--- src/rtl/lld_pkg.sv ---
package lld_pkg;
   typedef enum logic {BANK_LOW = 1'b0, BANK_HIGH = 1'b1} bank_e;

   // bank for channel idx given the phase of channel 0
   function automatic bank_e bank_of(input logic first_high, input int unsigned idx);
      logic b;
      b = (idx % 2 == 0) ? first_high : ~first_high;
      return bank_e'(b);
   endfunction
endpackage

--- src/rtl/lld_edge.sv ---
module lld_edge (
   input  logic clk,
   input  logic rst,
   input  logic level_i,
   output logic rise_o
);
   logic prev_q;

   always_ff @(posedge clk) begin
      if (rst) prev_q <= 1'b0;
      else     prev_q <= level_i;
   end

   assign rise_o = level_i & ~prev_q;
endmodule

--- src/rtl/lld_hold.sv ---
module lld_hold #(
   parameter int NCH       = 12,
   parameter int CODE_W    = 6,
   parameter bit STORE_RAW = 1'b0
) (
   input  logic                  clk,
   input  logic                  rst,
   input  logic                  load_i,
   input  logic                  dpol_i,
   input  logic                  opol_i,
   input  logic [NCH*CODE_W-1:0] smem_i,
   output logic [NCH*CODE_W-1:0] code_o,
   output logic                  opol_o
);
   localparam int TOTAL_W = NCH * CODE_W;

   logic [TOTAL_W-1:0] hold_q;
   logic               opol_q;

   always_ff @(posedge clk) begin
      if (rst)         opol_q <= 1'b0;
      else if (load_i) opol_q <= opol_i;
   end
   assign opol_o = opol_q;

   if (STORE_RAW) begin : g_raw
      // keep raw codes, apply inversion on the read side
      logic dpol_q;
      always_ff @(posedge clk) begin
         if (rst) begin
            hold_q <= '0;
            dpol_q <= 1'b0;
         end else if (load_i) begin
            hold_q <= smem_i;
            dpol_q <= dpol_i;
         end
      end
      assign code_o = hold_q ^ {TOTAL_W{dpol_q}};
   end else begin : g_pre
      // apply inversion before storage, one lane per channel
      logic [TOTAL_W-1:0] fixed;
      for (genvar c = 0; c < NCH; c++) begin : g_lane
         assign fixed[c*CODE_W +: CODE_W] =
            smem_i[c*CODE_W +: CODE_W] ^ {CODE_W{dpol_i}};
      end
      always_ff @(posedge clk) begin
         if (rst)         hold_q <= '0;
         else if (load_i) hold_q <= fixed;
      end
      assign code_o = hold_q;
   end
endmodule

--- src/rtl/lld_decode.sv ---
module lld_decode #(
   parameter int NCH    = 12,
   parameter int CODE_W = 6,
   parameter int FRAC_W = 3
) (
   input  logic [NCH*CODE_W-1:0]          code_i,
   input  logic                           opol_i,
   output logic [NCH-1:0]                 bank_o,
   output logic [NCH*(CODE_W-FRAC_W)-1:0] seg_o,
   output logic [NCH*FRAC_W-1:0]          frac_o
);
   import lld_pkg::*;
   localparam int SEG_W = CODE_W - FRAC_W;

   for (genvar c = 0; c < NCH; c++) begin : g_ch
      logic [CODE_W-1:0] code;
      assign code = code_i[c*CODE_W +: CODE_W];
      assign seg_o[c*SEG_W +: SEG_W]    = code[CODE_W-1:FRAC_W];
      assign frac_o[c*FRAC_W +: FRAC_W] = code[FRAC_W-1:0];
      assign bank_o[c] = bank_of(opol_i, c);
   end
endmodule

--- src/rtl/lld_line_latch.sv ---
module lld_line_latch #(
   parameter int NCH       = 12,
   parameter int CODE_W    = 6,
   parameter int FRAC_W    = 3,
   parameter bit STORE_RAW = 1'b0,
   localparam int SEG_W    = CODE_W - FRAC_W
) (
   input  logic                   clk,
   input  logic                   rst,
   input  logic [NCH*CODE_W-1:0]  smem_i,
   input  logic                   strobe_i,
   input  logic                   dpol_i,
   input  logic                   opol_i,
   output logic [NCH-1:0]         bank_o,
   output logic [NCH*SEG_W-1:0]   seg_o,
   output logic [NCH*FRAC_W-1:0]  frac_o
);
   if (NCH < 2)          begin : g_bad_nch  $error("NCH must be at least 2"); end
   if (FRAC_W < 1)       begin : g_bad_frac $error("FRAC_W must be at least 1"); end
   if (CODE_W <= FRAC_W) begin : g_bad_code $error("CODE_W must exceed FRAC_W"); end

   logic                  load;
   logic                  opol_held;
   logic [NCH*CODE_W-1:0] code;

   lld_edge u_edge (
      .clk     (clk),
      .rst     (rst),
      .level_i (strobe_i),
      .rise_o  (load)
   );

   lld_hold #(.NCH(NCH), .CODE_W(CODE_W), .STORE_RAW(STORE_RAW)) u_hold (
      .clk    (clk),
      .rst    (rst),
      .load_i (load),
      .dpol_i (dpol_i),
      .opol_i (opol_i),
      .smem_i (smem_i),
      .code_o (code),
      .opol_o (opol_held)
   );

   lld_decode #(.NCH(NCH), .CODE_W(CODE_W), .FRAC_W(FRAC_W)) u_dec (
      .code_i (code),
      .opol_i (opol_held),
      .bank_o (bank_o),
      .seg_o  (seg_o),
      .frac_o (frac_o)
   );
endmodule

--- config.mk ---
export PLATFORM = sky130hd
export DESIGN_NAME = lld_line_latch
export DESIGN_NICKNAME = d
export VERILOG_FILES = /design/src/rtl/lld_pkg.sv /design/src/rtl/lld_edge.sv /design/src/rtl/lld_hold.sv /design/src/rtl/lld_decode.sv /design/src/rtl/lld_line_latch.sv
export SDC_FILE = /design/constraint.sdc
export NUM_CORES = 1
export LEC_CHECK = 0
export BUFFER_PORTS_ARGS = -buffer_cell sky130_fd_sc_hd__buf_2
export CAP_MARGIN = 20
export CORE_ASPECT_RATIO = 1.4
export CORE_MARGIN = 3
export CORE_UTILIZATION = 45
export DETAILED_ROUTE_END_ITERATION = 10
export PLACE_DENSITY = 0.73
export SYNTH_ARGS = -nofsm -noshare
export SYNTH_HDL_FRONTEND = slang
export SYNTH_HIERARCHICAL = 1
export SYNTH_SLANG_ARGS = --single-unit
--- constraint.sdc ---
create_clock -name clk -period 2.1 [get_ports clk]
set_clock_uncertainty 0.15 [all_clocks]
set_input_delay 0.105 -clock clk [delete_from_list [all_inputs] [get_ports clk]]
set_output_delay 0.105 -clock clk [all_outputs]
set_load 0.05 [all_outputs]
==> results_dict.tcl <==
set metrics [dict create \
    cp.depth 6 \
    via_count 3029 \
    cp_num_buf_inv 3 \
    syn-cell-area_um2 3810 \
    endpoint_kind "register" \
    timing.rr.start "u_edge/prev_q" \
    fin_nets 621 \
    worst-r2r-cell-count 4 \
    slew_headroom 0.671 \
    die_w_um 83.8 \
    synthXorXnorAreaFrac 0.165 \
    drv_slew 0 \
    ir_drop_v 0.000485 \
    final_cell_mix "buf_2 (159), dlygate4sd3_1 (74), dfxtp_1 (74)" \
    synth_compound_area_frac 0.142 \
    synthAdderAreaFrac 0 \
    postSynthRegisterBits 74 \
    ys_top_cells_by_area "dfxtp_1 (39%), buf_4 (17%), xnor2_1 (17%)" \
    area_growth_pct 30.3 \
    critPathTopFamily "buffers and inverters" \
    std_cell_rows 39 \
    muxShareOfSynthArea 0.00263 \
    critPathLaunch "strobe_i" \
    dp_hpwl_um 5180 \
    rr_endpoint "u_hold/code_o[54]" \
    die_area_um2 9630 \
    first_global_vias 2976 \
    cts.repair.resized 0 \
    status "completed" \
    ioPinCount 161 \
    synth_top_family_by_area "buffers and inverters" \
    drt_wl_total_um 9020 \
    maxCapViolations 0 \
    routed_via_density 4.67 \
    path_max_fanout 48 \
    port_buffers 160 \
    ys_seq_area_frac 0.389 \
    cp-endpoint "u_hold/code_o[54]" \
    fmax_ghz 0.626 \
    ys_warn_count 6 \
    htreeDepth 3 \
    drt_iter0_drc 115 \
    wire_per_inst_um 13.9 \
    startpoint_type "input port" \
    grt_first_pass_wirelength_um 14200 \
    synth.avg_cell_area_um2 9.30 \
    antenna_found_initial 0 \
    final_hold_viol_count 0 \
    die_h_um 115 \
    min_period_ns 1.60 \
    hold_path.class "in2reg" \
    design_area_um2 4970 \
    synth-simple-area-share 0.0791 \
    power_density_nw_per_um2 826 \
    synth_fp_nets 487 \
    core-area_um2 8200 \
    ff2ff_setup_slack_ns 0.64 \
    drc 0 \
    layout_commonest_cell "buf_2" \
    worst-setup-path-type "in2reg" \
    grt_max_degree 98 \
    critPathRequiredTime_ns 2.18 \
    cts_tree "done" \
    clkSinkCount 74 \
    drive_above_1_share 0.324 \
    grt.total_usage 0.185 \
    worst_path_max_delay_cell "dlygate4sd3_1" \
    synth_top_area_frac 0.389 \
    tightest_slew_ns 0.493 \
    floorplan.initialDensity 0.465 \
    cts_made_buffers 9 \
    cts_buffer_depth 2 \
    syn_inst 410 \
    cp_cell_sequence "dlygate4sd3_1, buf_2, nor2b_4, buf_4, nor2_1, a211oi_1" \
    grt_setup_unrepaired "false" \
    leakagePower_uw 0.00215 \
    placed_area_um2 3970 \
    clk_pin_slew_ns 0.05 \
    ant_nets 0 \
    fin_crit_sh 0.760 \
    gr-total-overflow 0 \
    max_stage_delay_ns 0.52 \
    first_pass_iters 4 \
    diodes 0 \
    ys_types 13 \
    gp_congestion 0.719 \
    setup_tns_ns 0 \
    synth_area_leader_cell "dfxtp_1" \
    cts_root_buffer "clkbuf_16" \
    arrival_ns 1.68 \
    insertion_delay_ns 0.32 \
    setup_viol 0 \
]
==> logic make-up (layout without fill, tap and decap cells) <==
group / count (synthesis) / in the layout
simple gates: 75 / 75
buf+inv: 116 / 252
mux: 1 / 1
xor+xnor: 72 / 72
compound gates: 72 / 72
flops: 74 / 74
==> power by group <==
part           internal, µW  total (µW)  switching (µW)
clock network           844        1350             507
logic                   404        1170             763
registers              1520        1590            61.1
==> synth_stat cells <==
| cell type | instances |
|---|---|
| buf_1 | 2 |
| nor2b_4 | 2 |
| a211oi_1 | 72 |
| buf_6 | 1 |
| clkbuf_1 | 13 |
| xnor2_1 | 72 |
| nor2_1 | 73 |
| buf_4 | 84 |
| mux2i_1 | 1 |
| dfxtp_1 | 74 |
| buf_2 | 8 |
| inv_1 | 1 |
| buf_8 | 7 |
==> repair_timing <==
| item | CTS | global route |
|---|---|---|
| endpoints found under the hold margin | 74 | 0 |
| endpoints found under the setup margin | 0 | 0 |
| hold buffers | 74 | 0 |
| setup buffers | 0 | 0 |
==> worst min-delay path by stage <==
| stage | end | slack (ns) | start | cells after the start |
|---|---|---|---|---|
| 3_5_place_dp | u_hold/opol_o | 0.21 | opol_i | 3 |
| 2_1_floorplan | u_edge/prev_q | 0.02 | rst | 1 |
| 5_1_grt | u_edge/prev_q | 0.14 | rst | 3 |
| 4_1_cts | u_edge/prev_q | 0.11 | rst | 3 |
| 3_3_place_gp | u_edge/prev_q | 0.20 | strobe_i | 2 |
| 6_report | u_hold/opol_o | 0.11 | rst | 3 |
==> cell type report <==
cell class                      instances  area (µm²)
Clock buffer                           13         260
Timing Repair Buffer                  238        1610
Inverter                                1        3.75
Fill cell                             669        3230
Tap cell                              102         128
Sequential cell                        74        1480
Multi-Input combinational cell        220        1480
==> per-stage QoR <==
step	instances	utilization	hold slack, ns	total power (µW)	setup WS, ns
2_1_floorplan	410	-	0.0193	2590	0.812
3_3_place_gp	561	0.484	0.203	2640	0.667
3_5_place_dp	561	0.484	0.206	2660	0.640
4_1_cts	648	0.606	0.108	4140	0.518
5_1_grt	648	0.606	0.138	4270	0.383
6_report	648	0.606	0.115	4100	0.503
==> worst reg2reg max path, cell delays in order, from the launching register on <==
cell and delay (ns):
dfxtp_1 0.32, nor2b_4 0.14, buf_4 0.40, nor2_1 0.12, a211oi_1 0.24
==> state kept, by name, summed over array words and instances, names as in the netlist <==
register,cells
u_edge/prev_q,1
u_hold/opol_o,1
u_hold/code_o,72
==> routing by layer <==
| metal | routed length (µm) | part of all wire | vias to the layer above | track usage |
|---|---|---|---|---|
| met5 | 0 | 0 | - | 0 |
| met4 | 312 | 0.035 | 0 | 0.111 |
| met3 | 428 | 0.047 | 24 | 0.0301 |
| met2 | 4840 | 0.54 | 97 | 0.340 |
| met1 | 3430 | 0.38 | 1363 | 0.198 |
| li1 | - | - | 1545 | - |
Note: power is estimated with default switching activity, not from simulation.
